===== src/rtl/cmp_cond_pkg.sv =====
package cmp_cond_pkg;
  typedef enum logic {
    OUT_DIRECT     = 1'b0,
    OUT_TIMER_SYNC = 1'b1
  } out_sel_e;
endpackage


===== src/rtl/cmp_polarity.sv =====
module cmp_polarity (
  input  logic raw_i,
  input  logic enable_i,
  input  logic polarity_i,
  output logic out_o
);
  logic gated;
  always_comb begin
    gated = raw_i & enable_i;
    out_o = gated ^ polarity_i;
  end
endmodule


===== src/rtl/cmp_mismatch.sv =====
module cmp_mismatch (
  input  logic clk_i,
  input  logic rst_ni,
  input  logic d_i,
  input  logic rd_strobe_i,
  input  logic q1_i,
  input  logic q3_i,
  input  logic sleep_i,
  output logic flag_set_o
);
  logic cap_q, smp_q;
  logic cap_en, smp_en;

  assign cap_en = rd_strobe_i & q3_i;
  assign smp_en = q1_i | sleep_i;   // sleep keeps the sampler transparent

  always_ff @(posedge clk_i or negedge rst_ni) begin
    if (!rst_ni) cap_q <= 1'b0;
    else if (cap_en) cap_q <= d_i;
  end

  always_ff @(posedge clk_i or negedge rst_ni) begin
    if (!rst_ni) smp_q <= 1'b0;
    else if (smp_en) smp_q <= d_i;
  end

  assign flag_set_o = smp_q ^ cap_q;

  assert_capture_R3: assert property (@(posedge clk_i) disable iff (!rst_ni)
    (rd_strobe_i && q3_i) |=> (cap_q == $past(d_i)));
  assert_capture_hold_R3: assert property (@(posedge clk_i) disable iff (!rst_ni)
    !(rd_strobe_i && q3_i) |=> $stable(cap_q));
  assert_sample_hold_R4: assert property (@(posedge clk_i) disable iff (!rst_ni)
    !(q1_i || sleep_i) |=> $stable(smp_q));
  assert_sleep_sample_R5: assert property (@(posedge clk_i) disable iff (!rst_ni)
    sleep_i |=> (smp_q == $past(d_i)));
endmodule


===== src/rtl/cmp_sync.sv =====
module cmp_sync (
  input  logic clk_i,
  input  logic rst_ni,
  input  logic d_i,
  input  logic tmr_clk_i,
  output logic q_o
);
  logic tmr_d_q, fall;

  assign fall = tmr_d_q & ~tmr_clk_i;

  always_ff @(posedge clk_i or negedge rst_ni) begin
    if (!rst_ni) begin
      tmr_d_q <= 1'b0;
      q_o     <= 1'b0;
    end else begin
      tmr_d_q <= tmr_clk_i;
      if (fall) q_o <= d_i;
    end
  end

  assert_sync_load_R6: assert property (@(posedge clk_i) disable iff (!rst_ni)
    ($past(tmr_clk_i) && !tmr_clk_i) |=> (q_o == $past(d_i)));
  assert_sync_hold_R6: assert property (@(posedge clk_i) disable iff (!rst_ni)
    !($past(tmr_clk_i) && !tmr_clk_i) |=> $stable(q_o));
endmodule


===== src/rtl/cmp_cond_top.sv =====
module cmp_cond_top
  import cmp_cond_pkg::*;
(
  input  logic clk_i,
  input  logic rst_ni,
  input  logic raw_i,
  input  logic enable_i,
  input  logic polarity_i,
  input  logic sync_sel_i,
  input  logic rd_strobe_i,
  input  logic q1_i,
  input  logic q3_i,
  input  logic sleep_i,
  input  logic tmr_clk_i,
  input  logic sd_level_i,
  output logic out_o,
  output logic sync_out_o,
  output logic flag_set_o,
  output logic shutdown_o
);
  logic     sync_q;
  out_sel_e sel;

  cmp_polarity u_pol (
    .raw_i      (raw_i),
    .enable_i   (enable_i),
    .polarity_i (polarity_i),
    .out_o      (out_o)
  );

  cmp_mismatch u_mm (
    .clk_i       (clk_i),
    .rst_ni      (rst_ni),
    .d_i         (out_o),
    .rd_strobe_i (rd_strobe_i),
    .q1_i        (q1_i),
    .q3_i        (q3_i),
    .sleep_i     (sleep_i),
    .flag_set_o  (flag_set_o)
  );

  cmp_sync u_sync (
    .clk_i     (clk_i),
    .rst_ni    (rst_ni),
    .d_i       (out_o),
    .tmr_clk_i (tmr_clk_i),
    .q_o       (sync_q)
  );

  assign sel        = out_sel_e'(sync_sel_i);
  assign sync_out_o = (sel == OUT_TIMER_SYNC) ? sync_q : out_o;
  // taken from the output level, never from the flag path
  assign shutdown_o = rst_ni & ~(out_o ^ sd_level_i);

  assert_disabled_R1: assert property (@(posedge clk_i) disable iff (!rst_ni)
    !enable_i |-> (out_o == polarity_i));
  assert_sd_indep_R7: assert property (@(posedge clk_i) disable iff (!rst_ni)
    ($stable(out_o) && $stable(sd_level_i)) |-> $stable(shutdown_o));
  always_comb begin
    if (rst_ni == 1'b0) begin
      assert_reset_sd_R8: assert (shutdown_o == 1'b0);
    end
  end
endmodule


===== config.mk =====
export PLATFORM = sky130hd
export DESIGN_NAME = cmp_cond_top
export DESIGN_NICKNAME = d
export VERILOG_FILES = /design/src/rtl/cmp_cond_pkg.sv /design/src/rtl/cmp_polarity.sv /design/src/rtl/cmp_mismatch.sv /design/src/rtl/cmp_sync.sv /design/src/rtl/cmp_cond_top.sv
export SDC_FILE = /design/constraint.sdc
export NUM_CORES = 1
export LEC_CHECK = 0
export BUFFER_PORTS_ARGS = -buffer_cell sky130_fd_sc_hd__buf_2
export CORE_AREA = 2 2 39 41
export DETAILED_ROUTE_END_ITERATION = 6
export DIE_AREA = 0 0 41 43
export GPL_ROUTABILITY_DRIVEN = 1
export PLACE_DENSITY_LB_ADDON = 0.08
export SYNTH_ARGS = -nofsm -noshare
export SYNTH_HDL_FRONTEND = slang
export SYNTH_SLANG_ARGS = --single-unit

===== constraint.sdc =====
create_clock -name clk_i -period 1.2 [get_ports clk_i]
set_input_delay 0.12 -clock clk_i [delete_from_list [all_inputs] [get_ports clk_i]]
set_output_delay 0.12 -clock clk_i [all_outputs]
set_load 0.03 [all_outputs]

=== After elaboration in Yosys (flattened, before gate mapping) ===
Index checks and enable logic that the tools add are counted.

* Bits in registers: 4
* Input bits: 12
* Output and inout port bits: 4
* Word-level logic and storage cells: 15

* Mux-type cells: 1
* Bitwise logic cells: 10

{| class="wikitable"
|+ Operator list
! kind !! number
|-
| bitwise AND 1 bit || 4
|-
| XOR 1 bit || 3
|-
| inverter 1 bit || 2
|-
| 2-to-1 mux 1 bit || 1
|-
| bitwise OR 1 bit || 1
|}

=== Depth between registers and ports, before layout ===
Gate-level depths: netlist of the first run.

* Depth in word-level cells: 5
* Depth in mapped cells: 4
* Gate-level depth less buffers: 4

=== Hierarchy ===
From an unflattened synthesis of the first run, not the netlist that was laid out.

* Cells, all modules: 16
* Area total of the unflattened synthesis: 210.2 µm²

{| class="wikitable"
|+ Modules (own cells, without submodules)
! module !! instances !! cells each !! area each (µm²) !! sequential area each (µm²)
|-
| cmp_mismatch || 1 || 7 || 92.6 || 50.0
|-
| cmp_sync || 1 || 4 || 78.8 || 50.0
|-
| cmp_cond_top || 1 || 3 || 26.3 || 0.0
|-
| cmp_polarity || 1 || 2 || 12.5 || 0.0
|}

=== Worst setup path before layout of the first run ===
Ideal clock, no wire load.

* Kind: input -> output
* Start: input port raw_i
* End: output port shutdown_o
* Arrival time: 1.039 ns
* Required time: 1.080 ns
* Path slack: 0.041 ns
* Stages on the path: 3
* Buffers on the path: 0
* Cell sequence: nand2_1 -> xor2_2 -> mux2i_1

* Cells in the longest elaborated chain, start to end: 5

{| class="wikitable"
|+ RTL lines
! item !! line !! text
|-
| from (decl) || cmp_cond_top.sv:6 || <nowiki>input logic raw_i,</nowiki>
|-
| bitwise AND 1 bit || cmp_polarity.sv:9 || <nowiki>gated = raw_i & enable_i;</nowiki>
|-
| XOR 1 bit || cmp_polarity.sv:10 || <nowiki>out_o = gated ^ polarity_i;</nowiki>
|-
| XOR 1 bit || cmp_cond_top.sv:53 || <nowiki>assign shutdown_o = rst_ni & ~(out_o ^ sd_level_i);</nowiki>
|-
| inverter 1 bit || cmp_cond_top.sv:53 ||
|-
| bitwise AND 1 bit || cmp_cond_top.sv:53 ||
|-
| to (decl) || cmp_cond_top.sv:19 || <nowiki>output logic shutdown_o</nowiki>
|}

Every way passes these cells.

=== Worst setup path after layout of the first run ===
* Start: register u_sync.q_o
* End: output port sync_out_o

* Cells in the longest elaborated chain, start to end: 1

{| class="wikitable"
|+ RTL lines
! item !! line !! text
|-
| from (decl) || cmp_sync.sv:6 || <nowiki>output logic q_o</nowiki>
|-
| from (signal assigned) || cmp_sync.sv:18 || <nowiki>if (fall) q_o <= d_i;</nowiki>
|-
| 2-to-1 mux 1 bit || cmp_cond_top.sv:51 || <nowiki>assign sync_out_o = (sel == OUT_TIMER_SYNC) ? sync_q : out_o;</nowiki>
|-
| to (decl) || cmp_cond_top.sv:17 || <nowiki>output logic sync_out_o,</nowiki>
|}

Every way passes these cells.

==> results of run 1 <==
==> through the flow <==
stage | hold WS, ns | std cells | worst slack (ns)
4_1_cts | 0.0728 | 57 | 0.0172
2_1_floorplan | -0.176 | 20 | 0.0410
6_report | 0.0835 | 59 | 0.0506
3_5_place_dp | -0.0576 | 52 | 0.0198
3_3_place_gp | -0.0556 | 52 | 0.0162
5_1_grt | 0.0914 | 59 | 0.00116
==> area by class of cell <==
type | instances | area (um2) | area share, %
flip-flops and latches | 4 | 100 | 27.4
inverters | 1 | 3.75 | 1.03
repair buffers | 20 | 120 | 32.9
well taps | 16 | 20.0 | 5.48
multi-input cells | 15 | 98.8 | 27.1
clock buffers | 3 | 22.5 | 6.16
==> power by group <==
group	leakage, nW	switching [mW]	internal (mW)
sequential	0.0470	0.00988	0.152
clock	0.0138	0.0523	0.112
combinational	0.127	0.0819	0.0675
total	0.188	0.144	0.331
==> metal layers <==
layer / up-vias / wire, um / global-route usage [%]
met1: 85 / 189 / 6.49
li1: 112 / - / -
met5: - / 0 / 0
met3: 0 / 33 / 9.42
met4: 0 / 0 / 2.00
met2: 5 / 228 / 9.06
==> how the worst min path moves through the flow <==
stage                       from        endpoint  slack (ns)  cells past startpoint
final                       q3_i      u_mm.cap_q        0.08                      2
after CTS                   q3_i      u_mm.cap_q        0.07                      2
after floorplan           rst_ni      u_mm.cap_q       -0.18                      0
after global placement    rst_ni  u_sync.tmr_d_q       -0.06                      1
after detailed placement  rst_ni      u_sync.q_o       -0.06                      1
after global routing        q3_i      u_mm.cap_q        0.09                      2
==> layout by cell type (no fill, tap or decap), drive strengths merged <==
cell	count
buf	18
nand2	4
dfrtp	4
clkbuf	3
nand2b	2
o21ai	2
dlygate4sd3	2
xor2	2
mux2i	1
inv	1
a21oi	1
a31oi	1
nor2	1
mux2	1
==> sequential cells by signal, indices dropped and copies added (netlist names) <==
name and count:
u_sync.tmr_d_q 1, u_sync.q_o 1, u_mm.cap_q 1, u_mm.smp_q 1
==> kinds of logic (layout without fill, tap and decap cells) <==
| logic type | after synthesis | after routing | share of synthesized area (%) |
|---|---|---|---|
| and+or+nand+nor | 7 | 7 | 15.4 |
| AOI/OAI and AO/OA | 4 | 4 | 10.5 |
| DFF | 4 | 4 | 49.4 |
| xor gates and xnor gates | 2 | 2 | 12.3 |
| muxes | 2 | 2 | 10.5 |
| buffers and inverters | 1 | 24 | 1.85 |
==> what timing repair did <==
action                                  4_1_cts  5_1_grt
resized for setup                             0        2
hold buffers                                  2        0
setup buffers                                 0        2
hold endpoints to repair                      5        0
endpoints found under the setup margin        0        1
==> reports/metrics.csv, run 1 <==
metric;value;unit
status;completed;
track_usage;7.05;%
post_drt_wl_per_cell;7.64;um
synth_top_cell_by_area;dfrtp_1;
clk_pin_slew;0.04;ns
p_leak;0.188;nW
yosys-top-cells-count;4 x dfrtp_1, 4 x nand2_1, 2 x nand2b_1, 2 x o21ai_0;
root_buffer;clkbuf_4;
slew_violations;0;
max_freq;870;MHz
synth_cell_types;12;
crit_family;flip-flops;
gp_congestion;0.631;
io_pins;16;
cp-end-kind;primary output;
synth_edf_count;0;
htreeDepth;1;
area_growth;80.2;%
yosysWarnings;0;
r2r_slack;0.53;ns
ys_seq_elements;4;
rows;14;
crit_required;1.08;ns
layout-drive-gt1-share;55.8;%
p_total;475;uW
placed_area;305;um2
ys.flop_type;dfrtp_1;
worstSetupEndpoint;sync_out_o;
tightest_slew;0.231;ns
rr_startpoint;u_mm.cap_q;
drt_iter0_drc;4;
ir_drop;0.572;mV
hold_violations;0;
critPathMaxFanout;2;
path_cells;mux2_2 -> buf_4;
finClkSkew;0.0000304;ns
cp-startpoint;u_sync.q_o;
ys_async_sr_fraction;100;%
synthTopCellsByArea;dfrtp_1 49%, xor2_2 8.0%, nand2_1 7.4%;
die_w;41;um
period_minus_slack;1.15;ns
syn_nets;32;
antenna_cells;0;
ant_nets;0;
setup_viol;0;
num_vias;202;
clockBufferDepth;2;
finalWirelength;451;um
synth_area_per_cell;10.1;um2
reg2reg_depth;2;
fin_area;365;um2
die_y;43;um
start_util;14.6;%
syn_area;203;um2
powerDensity;1300;nW/um2
cts_tree;done;
cts_sinks;4;
drtPass1Iterations;2;
crit_type;flop to primary output;
startpoint_type;flop;
maxCapViolCount;0;
nets;57;
ys_seq_area_share;49.4;%
grt.overflow.total;0;
yosysTopAreaCellShare;49.4;%
crit_buf_inv;1;
rsz0062_at_grt;no;
relSlewSlack;84.6;%
hold_path_class;primary input to flop;
numCtsBuffers;3;
reg2reg_to;u_mm.cap_q;
crit_path_max_incr_delay;0.37;ns
dieArea;1760;um2
port_buffers;15;
fin_crit_sh;95.8;%
fill_cells;156;
crit_path_top_delay_cell;dfrtp_1;
setup_tns;0;ns
drc;0;
vias_per_cell;3.42;
clk_latency;0.23;ns
post-route-util;26.4;%
dp_hpwl;368;um
grt_pass1_wl;724;um
grt_max_degree;5;
grt_pass1_vias;196;
fp.coreArea;1380;um2
cp.depth;2;
antenna_found_initial;0;
critPathArrivalTime;1.03;ns
netlist_instances;20;
Power figures use the tool's default switching activity.
==> inputs of run 2 (changes only) <==
- CTS_BUF_LIST: unset -> sky130_fd_sc_hd__clkbuf_4 sky130_fd_sc_hd__clkbuf_8
- clock period: 1.2 -> 1.4 ns (I/O delays scaled with it)
==> reports/metrics.csv, run 2 (synthesis gave the netlist of run 1 again) <==
metric;value;unit;change
switchingPower;121;uW;-16%
comb_power_share;28.9;%;-2.5 points
cts_sinks;4;;unchanged
hold_violations;0;;unchanged
fin_area;335;um2;-8.2%
slew_violations;0;;unchanged
grt_pass1_vias;178;;-9.2%
pwr-share-seq;35.2;%;+1.1 points
relSlewSlack;80.2;%;-4.3 points
rows;14;;unchanged
hold_depth;1;;-1
tightest_slew;0.296;ns;+0.0648 ns
postCtsSetupBuffers;0;;unchanged
drt_iter0_drc;3;;-1
grt_pass1_wl;724;um;unchanged
rsz0062_at_grt;no;;
dieArea;1760;um2;unchanged
antenna_found_initial;0;;unchanged
layout-drive-gt1-share;53.8;%;-2.0 points
finalWirelength;450;um;-0.22%
setup_tns;0;ns;unchanged
cp-end-kind;primary output;;
port_buffers;15;;unchanged
crit_path_max_incr_delay;0.52;ns;+0.15 ns
period_minus_slack;1.34;ns;
crit_path_top_delay_cell;dlygate4sd3_1;;
maxCapViolCount;0;;unchanged
drc;0;;unchanged
crit_buf_inv;3;;+2
ir_drop;0.587;mV;+2.6%
root_buffer;clkbuf_4;;
cts_tree;done;;
vias_per_cell;3.62;;+5.7%
htreeDepth;1;;unchanged
path_cells;dlygate4sd3_1 -> clkbuf_4 -> nand2b_1 -> mux2i_1 -> buf_4;;
layout_common_cells;13 x buf_2, 4 x nand2_1, 4 x clkbuf_4, 4 x dfrtp_1;;
timing.final.ws_setup;0.0644;ns;+0.0138 ns
clk_latency;0.23;ns;about the same
fin_crit_sh;95.4;%;
start_util;14.6;%;unchanged
antenna_cells;0;;unchanged
clk_pin_slew;0.03;ns;about the same
dp_slack;0.151;ns;+0.131 ns
status;completed;;
p_total;392;uW;-17%
cp-startpoint;rst_ni;;
dp.cells;51;;-1.9%
numCtsBuffers;3;;unchanged
p_leak;0.170;nW;-9.6%
startpoint_type;primary input;;
min_from;tmr_clk_i;;
powerDensity;1170;nW/um2;-10%
die_y;43;um;unchanged
nets;53;;-7.0%
stdcell_count;55;;-6.8%
hold_path_class;primary input to flop;;
io_pins;16;;unchanged
rr_startpoint;u_mm.cap_q;;
critPathMaxFanout;6;;+4
fp.coreArea;1380;um2;unchanged
num_vias;199;;-1.5%
drtPass1Iterations;2;;unchanged
final_common_cell;buf_2;;
grt.overflow.total;0;;unchanged
crit_family;buffers and inverters;;
ant_nets;0;;unchanged
clockBufferDepth;2;;unchanged
p_sw_share;30.8;%;+0.49 points
track_usage;7.25;%;+0.20 points
power.clock.fraction;35.9;%;+1.4 points
gp_congestion;0.637;;+0.95%
setup_viol;0;;unchanged
max_freq;749;MHz;
reg2reg_depth;2;;unchanged
post_drt_wl_per_cell;8.18;um;+7.0%
grt_max_degree;7;;+2
r2r_slack;0.72;ns;+0.19 ns
placed_area;298;um2;-2.5%
critPathArrivalTime;1.20;ns;+0.17 ns
crit_required;1.26;ns;+0.18 ns
reg2reg_to;u_mm.cap_q;;
area_growth;65.4;%;
post-route-util;24.2;%;-2.2 points
fin_hold_ws;0.0275;ns;-0.0560 ns
finClkSkew;0.0000345;ns;+0.00000412 ns
crit_type;primary input to primary output;;
hold_end;u_sync.tmr_d_q;;
die_w;41;um;unchanged
p_int;271;uW;-18%
==> run 2: cell types whose count changed in the layout (fill, tap and decap cells not counted) <==
cell	change
dlygate4sd3_1	-1
buf_4	-3
buf_2	-1
clkbuf_4	+1
==> run 2: what timing repair did <==
action,in CTS,in global routing
resized for setup,0,3
setup endpoints to repair,0,1
hold buffers,1,0
endpoints found under the hold margin,4,0
==> run 2: how the worst max path moves through the flow <==
stage | slack (ns) | endpoint | cells after the start
floorplan | 0.20 | shutdown_o | 3
global placement | 0.15 | sync_out_o | 6
detailed placement | 0.15 | sync_out_o | 6
CTS | 0.02 | shutdown_o | 5
global route | 0.01 | shutdown_o | 5
finish | 0.06 | shutdown_o | 5
==> run 2: worst register-to-register path, stage by stage (launching register included) <==
cell	delay, ns
dfrtp_1	0.38
a21oi_1	0.11
a31oi_1	0.05
==> run 2: layout make-up <==
type	count	area, um2
Tap cell	16	20.0
Clock buffer	3	22.5
Sequential cell	4	100
Fill cell	159	1050
Multi-Input combinational cell	15	98.8
Timing Repair Buffer	16	90.1
Inverter	1	3.75
==> run 2: metal layers <==
metal / GRT usage [%] / routed length, um
met4: 4.00 / 0
met3: 9.42 / 60
met2: 9.38 / 231
met5: 0 / 0
met1: 5.84 / 158
==> run 2: power by group through the flow <==
stage | Combinational (mW) | Sequential [mW] | Clock [mW]
global route | 0.124 | 0.139 | 0.170
detailed placement | 0.111 | 0.140 | 0
floorplan | 0.0716 | 0.138 | 0
global placement | 0.110 | 0.139 | 0
CTS | 0.113 | 0.138 | 0.151
finish | 0.113 | 0.138 | 0.141
